## src/rtl/agu_pkg.sv

```systemverilog
package agu_pkg;
    localparam int AGU_AW     = 16;
    localparam int AGU_IW     = 16;
    localparam int AGU_PDEPTH = 64;
    localparam int AGU_LDEPTH = 4;
    localparam int AGU_NREG   = 8;
    localparam int AGU_CNTW   = 8;
    localparam int AGU_MAXBR  = 6;
    localparam int AGU_IMMW   = 10;

    typedef enum logic [2:0] {
        OP_NOP  = 3'd0,
        OP_UPD  = 3'd1,
        OP_LDI  = 3'd2,
        OP_PUSH = 3'd3,
        OP_CFG  = 3'd4,
        OP_HALT = 3'd5
    } op_e;

    typedef enum logic [2:0] {
        AL_PASS = 3'd0,
        AL_ADD  = 3'd1,
        AL_INC  = 3'd2,
        AL_SUB  = 3'd3,
        AL_DEC  = 3'd4
    } alu_e;

    typedef enum logic [1:0] {
        ST_IDLE = 2'd0,
        ST_RUN  = 2'd1,
        ST_DONE = 2'd2
    } run_e;

    typedef struct packed {
        logic [2:0] op;
        logic [2:0] dst;
        logic [2:0] srcb;
        logic [2:0] alu;
        logic       wrap;
        logic       rev;
        logic [1:0] spare;
    } upd_fmt_t;

    typedef struct packed {
        logic [2:0]          op;
        logic [2:0]          dst;
        logic [AGU_IMMW-1:0] imm;
    } ldi_fmt_t;

    typedef struct packed {
        logic [2:0]          op;
        logic [1:0]          spare;
        logic [2:0]          len_m1;
        logic [AGU_CNTW-1:0] count;
    } push_fmt_t;

    function automatic logic [2:0] clamp_brw(input logic [2:0] f);
        if (f == 3'd0)
            return 3'd1;
        if (f > 3'(AGU_MAXBR))
            return 3'(AGU_MAXBR);
        return f;
    endfunction
endpackage

```

## src/rtl/agu_addr_unit.sv

```systemverilog
module agu_addr_unit
    import agu_pkg::*;
#(
    parameter int AW    = AGU_AW,
    parameter int NREG  = AGU_NREG,
    parameter int IMMW  = AGU_IMMW,
    parameter int MAXBR = AGU_MAXBR,
    localparam int RIW  = $clog2(NREG)
) (
    input  logic            clk,
    input  logic            rst,
    input  logic            upd_en,
    input  logic            ldi_en,
    input  logic            cfg_en,
    input  logic [RIW-1:0]  dst,
    input  logic [RIW-1:0]  srcb,
    input  logic [2:0]      alu,
    input  logic            wrap,
    input  logic            rev,
    input  logic [IMMW-1:0] imm,
    input  logic [2:0]      brw_in,
    output logic [AW-1:0]   addr_o,
    output logic            addr_vld
);
    localparam int BASE_IX = NREG - 2;
    localparam int SIZE_IX = NREG - 1;

    logic [AW-1:0] rf [NREG];
    logic [2:0]    brw_q;
    logic [AW-1:0] opa, opb, raw, wrapped, revd, hi;

    always_comb begin
        opa = rf[dst];
        opb = rf[srcb];
        case (alu_e'(alu))
            AL_ADD:  raw = opa + opb;
            AL_INC:  raw = opa + AW'(1);
            AL_SUB:  raw = opa - opb;
            AL_DEC:  raw = opa - AW'(1);
            default: raw = opa;
        endcase
        hi      = rf[BASE_IX] + rf[SIZE_IX];
        wrapped = raw;
        if (wrap) begin
            if (raw >= hi)
                wrapped = raw - rf[SIZE_IX];
            else if (raw < rf[BASE_IX])
                wrapped = raw + rf[SIZE_IX];
        end
        revd = wrapped;
        for (int j = 0; j < MAXBR; j++) begin
            if (j < int'(brw_q))
                revd[j] = wrapped[int'(brw_q) - 1 - j];
        end
    end

    always_ff @(posedge clk) begin
        if (rst) begin
            for (int i = 0; i < NREG; i++)
                rf[i] <= '0;
            brw_q    <= 3'(MAXBR);
            addr_o   <= '0;
            addr_vld <= 1'b0;
        end else begin
            addr_vld <= upd_en;
            if (upd_en) begin
                rf[dst] <= wrapped;
                addr_o  <= rev ? revd : wrapped;
            end
            if (ldi_en)
                rf[dst] <= AW'(imm);
            if (cfg_en)
                brw_q <= brw_in;
        end
    end
endmodule

```

## src/rtl/agu_loopseq.sv

```systemverilog
module agu_loopseq
    import agu_pkg::*;
#(
    parameter int PCW    = 6,
    parameter int LDEPTH = AGU_LDEPTH,
    parameter int CNTW   = AGU_CNTW,
    localparam int SPW   = $clog2(LDEPTH + 1)
) (
    input  logic            clk,
    input  logic            rst,
    input  logic            clear,
    input  logic            step,
    input  logic [PCW-1:0]  pc,
    input  logic            push,
    input  logic [2:0]      len_m1,
    input  logic [CNTW-1:0] count,
    output logic [PCW-1:0]  pc_next,
    output logic            empty,
    output logic            overflow,
    output logic [SPW-1:0]  sp
);
    localparam int IXW = (LDEPTH > 1) ? $clog2(LDEPTH) : 1;

    logic [PCW-1:0]  end_q [LDEPTH];
    logic [3:0]      len_q [LDEPTH];
    logic [CNTW-1:0] tgt_q [LDEPTH];
    logic [CNTW-1:0] cnt_q [LDEPTH];
    logic [SPW-1:0]  sp_q, popn;
    logic [IXW-1:0]  bidx, ix;
    logic            brk, cont;
    logic [CNTW:0]   neff;

    assign sp       = sp_q;
    assign empty    = (sp_q == '0);
    assign overflow = step && push && (sp_q == SPW'(LDEPTH));

    always_comb begin
        pc_next = pc + PCW'(1);
        popn    = '0;
        brk     = 1'b0;
        bidx    = '0;
        ix      = '0;
        neff    = '0;
        cont    = !push;
        for (int i = 0; i < LDEPTH; i++) begin
            if (cont && (i < int'(sp_q))) begin
                ix   = IXW'(int'(sp_q) - 1 - i);
                neff = (tgt_q[ix] == '0) ? (CNTW+1)'(1) : {1'b0, tgt_q[ix]};
                if (end_q[ix] == pc) begin
                    if ({1'b0, cnt_q[ix]} + (CNTW+1)'(1) >= neff) begin
                        popn = popn + SPW'(1);
                    end else begin
                        brk     = 1'b1;
                        bidx    = ix;
                        pc_next = pc - PCW'(len_q[ix]) + PCW'(1);
                        cont    = 1'b0;
                    end
                end else begin
                    cont = 1'b0;
                end
            end
        end
    end

    always_ff @(posedge clk) begin
        if (rst || clear) begin
            sp_q <= '0;
            for (int i = 0; i < LDEPTH; i++) begin
                end_q[i] <= '0;
                len_q[i] <= '0;
                tgt_q[i] <= '0;
                cnt_q[i] <= '0;
            end
        end else if (step) begin
            if (push) begin
                if (sp_q != SPW'(LDEPTH)) begin
                    end_q[IXW'(sp_q)] <= pc + PCW'(len_m1) + PCW'(1);
                    len_q[IXW'(sp_q)] <= {1'b0, len_m1} + 4'd1;
                    tgt_q[IXW'(sp_q)] <= count;
                    cnt_q[IXW'(sp_q)] <= '0;
                    sp_q              <= sp_q + SPW'(1);
                end
            end else begin
                if (brk)
                    cnt_q[bidx] <= cnt_q[bidx] + CNTW'(1);
                sp_q <= sp_q - popn;
            end
        end
    end
endmodule

```

## src/rtl/agu_top.sv

```systemverilog
module agu_top
    import agu_pkg::*;
#(
    parameter int AW     = AGU_AW,
    parameter int IW     = AGU_IW,
    parameter int PDEPTH = AGU_PDEPTH,
    parameter int LDEPTH = AGU_LDEPTH,
    parameter int NREG   = AGU_NREG,
    localparam int PCW   = $clog2(PDEPTH),
    localparam int SPW   = $clog2(LDEPTH + 1)
) (
    input  logic           clk,
    input  logic           rst,
    input  logic           start,
    input  logic           prog_we,
    input  logic [PCW-1:0] prog_addr,
    input  logic [IW-1:0]  prog_data,
    output logic [AW-1:0]  addr_o,
    output logic           addr_vld,
    output logic           busy,
    output logic           done,
    output logic           lifo_empty,
    output logic           lifo_err
);
    logic [IW-1:0]  imem [PDEPTH];
    logic [PCW-1:0] pc_q, pc_next;
    run_e           state_q;
    logic [IW-1:0]  instr;
    upd_fmt_t       uf;
    ldi_fmt_t       lf;
    push_fmt_t      pf;
    op_e            op;
    logic           exec, clear, halt, ovf;
    logic           upd_en, ldi_en, cfg_en, push_en;
    logic [SPW-1:0] lifo_sp;

    always_ff @(posedge clk) begin
        if (prog_we)
            imem[prog_addr] <= prog_data;
    end

    assign instr   = imem[pc_q];
    assign uf      = upd_fmt_t'(instr);
    assign lf      = ldi_fmt_t'(instr);
    assign pf      = push_fmt_t'(instr);
    assign op      = op_e'(uf.op);
    assign exec    = (state_q == ST_RUN);
    assign clear   = start && !exec;
    assign upd_en  = exec && (op == OP_UPD);
    assign ldi_en  = exec && (op == OP_LDI);
    assign cfg_en  = exec && (op == OP_CFG);
    assign push_en = exec && (op == OP_PUSH);
    assign halt    = exec && (op == OP_HALT);
    assign busy    = exec;
    assign done    = (state_q == ST_DONE);

    agu_addr_unit #(.AW(AW), .NREG(NREG), .IMMW(AGU_IMMW), .MAXBR(AGU_MAXBR)) u_addr (
        .clk      (clk),
        .rst      (rst),
        .upd_en   (upd_en),
        .ldi_en   (ldi_en),
        .cfg_en   (cfg_en),
        .dst      (uf.dst),
        .srcb     (uf.srcb),
        .alu      (uf.alu),
        .wrap     (uf.wrap),
        .rev      (uf.rev),
        .imm      (lf.imm),
        .brw_in   (clamp_brw(instr[2:0])),
        .addr_o   (addr_o),
        .addr_vld (addr_vld)
    );

    agu_loopseq #(.PCW(PCW), .LDEPTH(LDEPTH), .CNTW(AGU_CNTW)) u_seq (
        .clk      (clk),
        .rst      (rst),
        .clear    (clear),
        .step     (exec && !halt),
        .pc       (pc_q),
        .push     (push_en),
        .len_m1   (pf.len_m1),
        .count    (pf.count),
        .pc_next  (pc_next),
        .empty    (lifo_empty),
        .overflow (ovf),
        .sp       (lifo_sp)
    );

    always_ff @(posedge clk) begin
        if (rst) begin
            state_q  <= ST_IDLE;
            pc_q     <= '0;
            lifo_err <= 1'b0;
        end else if (clear) begin
            state_q  <= ST_RUN;
            pc_q     <= '0;
            lifo_err <= 1'b0;
        end else if (halt) begin
            state_q <= ST_DONE;
        end else if (exec) begin
            pc_q <= pc_next;
            if (ovf)
                lifo_err <= 1'b1;
        end
    end
endmodule

```

## config.mk

```make
export PLATFORM = sky130hd
export DESIGN_NAME = agu_top
export DESIGN_NICKNAME = d
export VERILOG_FILES = /design/src/rtl/agu_pkg.sv /design/src/rtl/agu_addr_unit.sv /design/src/rtl/agu_loopseq.sv /design/src/rtl/agu_top.sv
export SDC_FILE = /design/constraint.sdc
export NUM_CORES = 2
export LEC_CHECK = 0
export ABC_AREA = 1
export BUFFER_PORTS_ARGS = -buffer_cell sky130_fd_sc_hd__buf_4
export CORE_MARGIN = 2
export CORE_UTILIZATION = 64
export CTS_CLUSTER_SIZE = 20
export DETAILED_ROUTE_END_ITERATION = 10
export HOLD_SLACK_MARGIN = 0.06
export PLACE_DENSITY = 0.8
export RECOVER_POWER = 50
export SLEW_MARGIN = 20
export SYNTH_ARGS = -nofsm -noshare
export SYNTH_HDL_FRONTEND = slang
export SYNTH_SLANG_ARGS = --single-unit
```

## constraint.sdc

```tcl
create_clock -name clk -period 8.95 [get_ports clk]
set_input_delay 1.3425 -clock clk [delete_from_list [all_inputs] [get_ports clk]]
set_output_delay 1.3425 -clock clk [all_outputs]
set_load 0.005 [all_outputs]
```

[Yosys cells after proc, flatten, opt, wreduce, memory -nomap -nowiden]
Memories as Yosys holds them, arrays and structs flattened. A register that Yosys moved wholly into a read port is not among the register bits.
Cells that the tools add are included.
Cells by class
  add/subtract/negate cells: 39
  multiply operators: 0
  divide/modulo/power cells: 0
  order comparisons: 23
  equality and inequality tests: 18
  shifts and indexed selects: 0
  muxes and demuxes: 144
  bitwise logic cells: 2
  reduce and logical (&&, ||, !) cells: 34
Operators by type and width (count)
  less-than comparator 32 x 6 -> 1 bit (second input constant): 6
  2-to-1 mux 6 bit: 16
  2-to-1 mux 16 bit: 5
  2-to-1 mux 1 bit: 73
  case mux 16 bit (4 select lines): 1
  subtractor 32 x 3 -> 32 bit (second input constant): 2
  subtractor 32 x 4 -> 32 bit (second input constant): 2
  2-to-1 mux 8 bit: 7
  2-to-1 mux 3 bit: 18
  adder 16 bit: 3
  adder 6 x 1 -> 6 bit (second input constant): 6
  adder 8 x 1 -> 9 bit (second input constant): 4
  >= comparator 9 bit: 4
  2-to-1 mux 2 bit: 17
  zero test 8 bit: 4
  subtractor 16 bit: 2
  subtractor 32 x 2 -> 32 bit (second input constant): 1
  binary-select mux 1 bit (select 4 bit): 6
  == test 6 bit: 4
  OR reduction 8 bit: 3
  subtractor 6 x 4 -> 6 bit: 4
  adder 16 x 1 -> 16 bit (second input constant): 1
  >= comparator 16 bit: 1
  less-than comparator 16 bit: 1
  other kinds (34): 69
Storage, ports and cells
  register bits: 32
  bits in latches: 0
  memory bits (writable): 1256
  memory bits (read-only): 0
  input port bits: 26
  output and inout bits: 21
  word-level logic and storage cells: 274
  memories kept: 6
Memories
  imem: words 64, bits a word 16, rd ports 1, clocked after Yosys merged registers in 1, wr ports 1, RTL line agu_top.sv:25  | logic [IW-1:0] imem [PDEPTH];
  u_addr.rf: words 8, bits a word 16, rd ports 4, clocked after Yosys merged registers in 0, wr ports 8, RTL line agu_addr_unit.sv:28  | logic [AW-1:0] rf [NREG];
  u_seq.cnt_q: words 4, bits a word 8, rd ports 5, clocked after Yosys merged registers in 0, wr ports 4, RTL line agu_loopseq.sv:27  | logic [CNTW-1:0] cnt_q [LDEPTH];
  u_seq.tgt_q: words 4, bits a word 8, rd ports 4, clocked after Yosys merged registers in 0, wr ports 4, RTL line agu_loopseq.sv:26  | logic [CNTW-1:0] tgt_q [LDEPTH];
  u_seq.end_q: words 4, bits a word 6, rd ports 4, clocked after Yosys merged registers in 0, wr ports 4, RTL line agu_loopseq.sv:24  | logic [PCW-1:0] end_q [LDEPTH];
  u_seq.len_q: words 4, bits a word 4, rd ports 4, clocked after Yosys merged registers in 0, wr ports 4, RTL line agu_loopseq.sv:25  | logic [3:0] len_q [LDEPTH];

[Longest topological paths before layout]
An unclocked memory read counts as a cell.
  depth in word-level cells: 24
  gate-level depth with buffers: 62
  depth with buffers taken out: 58

[Cells and area by module]
From an unflattened synthesis, not the netlist that was laid out.
Unflattened totals
  cell total of the unflattened synthesis: 6521
  area total of the unflattened synthesis: 64758.4 um^2
By module, submodules not included
  agu_top: times used 1, cells an instance 3202, area each 41174.5 um^2, seq. area each 31049.8 um^2
  agu_addr_unit: times used 1, cells an instance 1792, area each 12964.9 um^2, seq. area each 4244.1 um^2
  agu_loopseq: times used 1, cells an instance 1527, area each 10618.9 um^2, seq. area each 3183.1 um^2

[Worst setup path before layout]
OpenSTA, ideal clock, no wires.
  path type: reg-to-reg
  from: reg u_seq.sp_q[0], in the netlist u_seq.sp[0]
  to: reg u_seq.sp_q[2], in the netlist u_seq.sp[2]
  setup time: 122 ps
  data arrival time: 6791 ps
  data required time: 8828 ps
  slack: 2037 ps
  stages on the path, launching flop included: 42
  path buffers: 8
  period minus slack after synthesis: 6913 ps
  cell sequence: dfxtp_1 > buf_6 > inv_2 > buf_4 > buf_6 > ha_1 > buf_4 > xnor2_4 > buf_2 > clkbuf_1 > clkbuf_1 > clkbuf_1 > nand2_1 > o21ai_0 > nand4_1 > o21ai_0 > ha_1 > inv_1 > [... 6 more ...] > a221oi_1 > inv_1 > ha_1 > or2_2 > o21ai_0 > inv_1 > ha_1 > nand2_1 > o31ai_1 > ha_1 > mux2i_1 > ha_1 > nand2_1 > fa_1 > a21boi_0 > o21ai_0 > o21ai_0 > a21oi_1
Between the ends
  longest elaborated chain between the ends: 22
  elaborated cells on any way between the ends: 66
  classes of those cells: 13 x add/sub; 8 x order compare; 6 x eq/ne; 27 x mux; 9 x reduce/logical; 3 x memory
Ends and longest elaborated chain
  start: declaration: RTL line agu_loopseq.sv:28  | logic [SPW-1:0] sp_q, popn;
  start signal: assignment: RTL line agu_loopseq.sv:81  | sp_q <= sp_q + SPW'(1);
  start signal: assignment: RTL line agu_loopseq.sv:86  | sp_q <= sp_q - popn;
  parallel branches: the longest is 22 deep, another holds adder 8 x 1 -> 9 bit
Parallel ways; which one is timed is not known. The select of a mux whose other input is x is not followed.
A chain may end at the register's enable or synchronous reset.

==> metrics.md <==
| Metric | Value |
|---|---|
| Status | finished with violations |
| Failing checks | max-capacitance violations, max-slew violations |
| Final ANT Viol Nets | 0 |
| Total grt overflow | 0 |
| Internal Power | 13.2 mW |
| Total Power | 22.8 mW |
| Worst hold start | u_addr.addr_o[3] |
| Final instance area | 70400 um2 |
| Sequential power share | 30.1% |
| Mapped Cells | 6333 |
| Most Frequent Cell on Critical Path | nand2_1 |
| Critical path capture point type | flop |
| Synth top area cells | edfxtp_1 59%, nand2_1 5.9%, nor2_1 5.4% |
| Fill count | 6934 |
| Initial DRC Count | 6982 |
| Buffers on Ports | 46 |
| # DRC | 0 |
| Most Crowded Layer GR | met2 |
| Async SR Flop Fraction | 0% |
| Diode count | 0 |
| Met3 Use GR | 6.50% |
| Max Buffers Root-to-Sink | 3 |
| Area grow syn2layout | 9.80% |
| Number of synthesis warnings | 0 |
| Yosys cell types | 72 |
| Period utilisation layout | 95.3% |
| Share of layout cells above drive strength 1 | 8.47% |
| Cts-stage hold buffer count | 0 |
| Maxcap violations | 16 |
| DRT Pass-1 Iters | 8 |
| Slowest stage delay, CP | 430 ps |
| CP Buf/Inv Count | 9 |
| Worst-Margin Slew | 3730 ps |
| Met1 Usage GRT | 44.1% |
| Vias in the first global route | 48000 |
| Row Count | 116 |
| Die Footprint | 103000 um2 |
| Psw | 9.64 mW |
| Clk pwr share | 24.3% |
| Clock Sinks | 1294 |
| Startpoint Class | flop |
| Setup violations, final | 0 |
| GPL Wtd Cong | 1.03 |
| Core area | 99700 um2 |
| Syn nets | 6553 |
| Placement Cell Area | 65800 um2 |
| Combinational power share | 45.6% |
| Final Hold Fails | 0 |
| Peak supply drop | 645 uV |
| Min-delay worst type | reg2reg |
| Clock skew | 46.6 ps |
| Insertion delay to the later sink of the worst-skew pair | 770 ps |
| Fmax | 117 MHz |
| Chip Height | 321 um |
| DIE WIDTH | 321 um |
| # IOs | 47 |
| H-tree depth | 4 |
| #FFs+latches synth | 1294 |
| Via-per-instance ratio | 6.44 |
| CTS tree | built |
| Post-synth top area cell | edfxtp_1 |
| Final #Nets | 6597 |
| Global-route wire length before repair | 277 mm |
| Initial cell density of the core | 64.3% |
| Ys flop type | edfxtp_1 |
| DP HPWL | 114 mm |
| Num CTS Buffers | 132 |
| Avg Inst Size Synth | 10.1 um2 |
| Via count | 50100 |
| Top cell type's share of synthesized area | 58.8% |
| Total length of routed wires | 187 mm |
| Worst Path Max Fanout | 82 |
| Final Critical Period | 8530 ps |
| Pwr per Cell Area | 324 nW/um2 |
| Pleak | 26.4 nW |
| Slowest CP cell | inv_8 |
| Sw frac | 42.2% |
| Critical path class | reg2reg |
| CTS clock-pin slew for the worst setup and hold paths | 70 ps |
| Largest net degree at the start of global routing | 166 |
| Slew Viols, Final | 1040 |
| Root buffer cell | clkbuf_16 |
| Largest delay share family, worst path | simple AND/OR/NAND/NOR gates |
| Synthesized cell area | 64100 um2 |
| WL/cell | 24.0 um |
| Most frequent cell after synthesis | edfxtp_1 |
| Post-synthesis sequential area ratio | 60.0% |
| Number of flops mapped to enable cells by yosys | 1256 |
| Initial antenna violation count | 0 |
| Max_slew headroom | -148% |
| M2 GR Usage | 57.9% |
| Commonest cells post-synth | 1256 x edfxtp_1, 1012 x nand2_1, 917 x nor2_1, 655 x o21ai_0, 444 x nand3_1 |
| Total Routing Usage GR | 35.5% |
| CP Data Arrival Time | 9130 ps |
| CP required | 9550 ps |
## flip-flops by register name, indices dropped and copies added, names as in the netlist, named ones only
| register | cells |
|---|---|
| u_seq.tgt_q | 32 |
| u_addr.brw_q | 3 |
| u_seq.len_q | 16 |
| u_seq.sp | 3 |
| u_addr.addr_vld | 1 |
| u_seq.cnt_q | 32 |
| u_addr.addr_o | 16 |
| lifo_err | 1 |
| state_q | 2 |
| u_addr.rf | 128 |
| imem | 1024 |
| u_seq.end_q | 24 |
| pc_q | 6 |
## stage by stage
step | worst slack (ps) | cells | util, % | setup TNS (ps) | hold WS, ps
6_report | 418 | 7779 | 70.6 | 0 | 472
4_1_cts | 233 | 7761 | 70.4 | 0 | 472
3_5_place_dp | 306 | 7523 | 66.0 | 0 | 464
2_1_floorplan | 2040 | 6333 | - | 0 | 451
5_1_grt | -46.8 | 7779 | 70.6 | -128 | 503
3_3_place_gp | 544 | 7523 | 66.0 | 0 | 457
## final cells by class
type / instances / area [um2] / area share (%)
timing repair inverter: 2 / 31.3 / 0.0444
clock inverter: 69 / 811 / 1.15
multi-input combinational: 4222 / 22000 / 31.2
timing repair buffer: 252 / 2120 / 3.00
clock buffer: 169 / 3530 / 5.01
sequential: 1294 / 38500 / 54.7
tap: 1298 / 1620 / 2.31
inverter: 473 / 1820 / 2.59
## power by group through the flow
stage | logic [mW] | clock network (mW) | registers, mW
floorplan | 6.90 | 0 | 6.94
global placement | 9.68 | 0 | 6.98
detailed placement | 9.83 | 0 | 6.99
CTS | 9.91 | 5.55 | 6.86
global route | 11.3 | 5.79 | 6.88
finish | 10.4 | 5.55 | 6.88
## cells in the final DEF (no fill, tap or decap), drive strengths merged, types with 4 or more instances in the layout
master and instances:
o21a 5, o22ai 247, ha 184, nor4 6, a221oi 10, clkbuf 209, o31ai 7, edfxtp 1256
nor2 927, clkinvlp 9, a211oi 6, and2 4, nor3 16, nand2 1036, o32ai 4, inv 475
xor2 88, a31oi 5, a22oi 7, nor3b 4, o21bai 23, o211ai 50, nand3b 20, dfxtp 38
nand3 461, buf 212, fa 10, clkinv 48, a21oi 139, nand4 40, o2111ai 6, xnor2 30
a22o 5, o21ai 826, or2 18, a21o 6, bufinv 12, o221ai 16
## worst paths after layout
check	endpoint	slack (ps)	cells after the start
worst max-delay path	u_addr.rf[2][10]	420	44
worst min-delay path	u_addr.addr_o[3]	470	2
worst max register to register	u_addr.rf[2][10]	420	44
worst min register to register	u_addr.addr_o[3]	470	2
## worst reg2reg max path: cells and delay by family (launching register included)
family | cells | cell delay, ps
XOR/XNOR | 1 | 90
flip-flops | 1 | 420
adder cells (fa/ha/maj) | 2 | 570
AO/OA/AOI/OAI | 13 | 2680
AND/OR/NAND/NOR | 19 | 3060
buffers and inverters | 9 | 1520
## layer usage
layer  vias up  share of wire [%]
li1      22300                  -
met1     23500                 34
met2      3544                 47
met3       731                 12
met4         0                6.8
met5         -                  0
## cells by family after synthesis
family / Yosys count / share of synthesized area, %
XOR/XNOR: 118 / 1.64
flip-flops: 1294 / 60.0
AND/OR/NAND/NOR: 2535 / 16.6
AO/OA/AOI/OAI: 1373 / 12.0
adder cells (fa/ha/maj): 194 / 3.90
multiplexers: 2 / 0.0312
buffers and inverters: 817 / 5.82
## timing repair
action,4_1_cts,5_1_grt
endpoints found under the setup margin,0,141
resized for setup,0,31
buffers inserted,0,10
No activity file was read; power rests on OpenSTA's default activity.
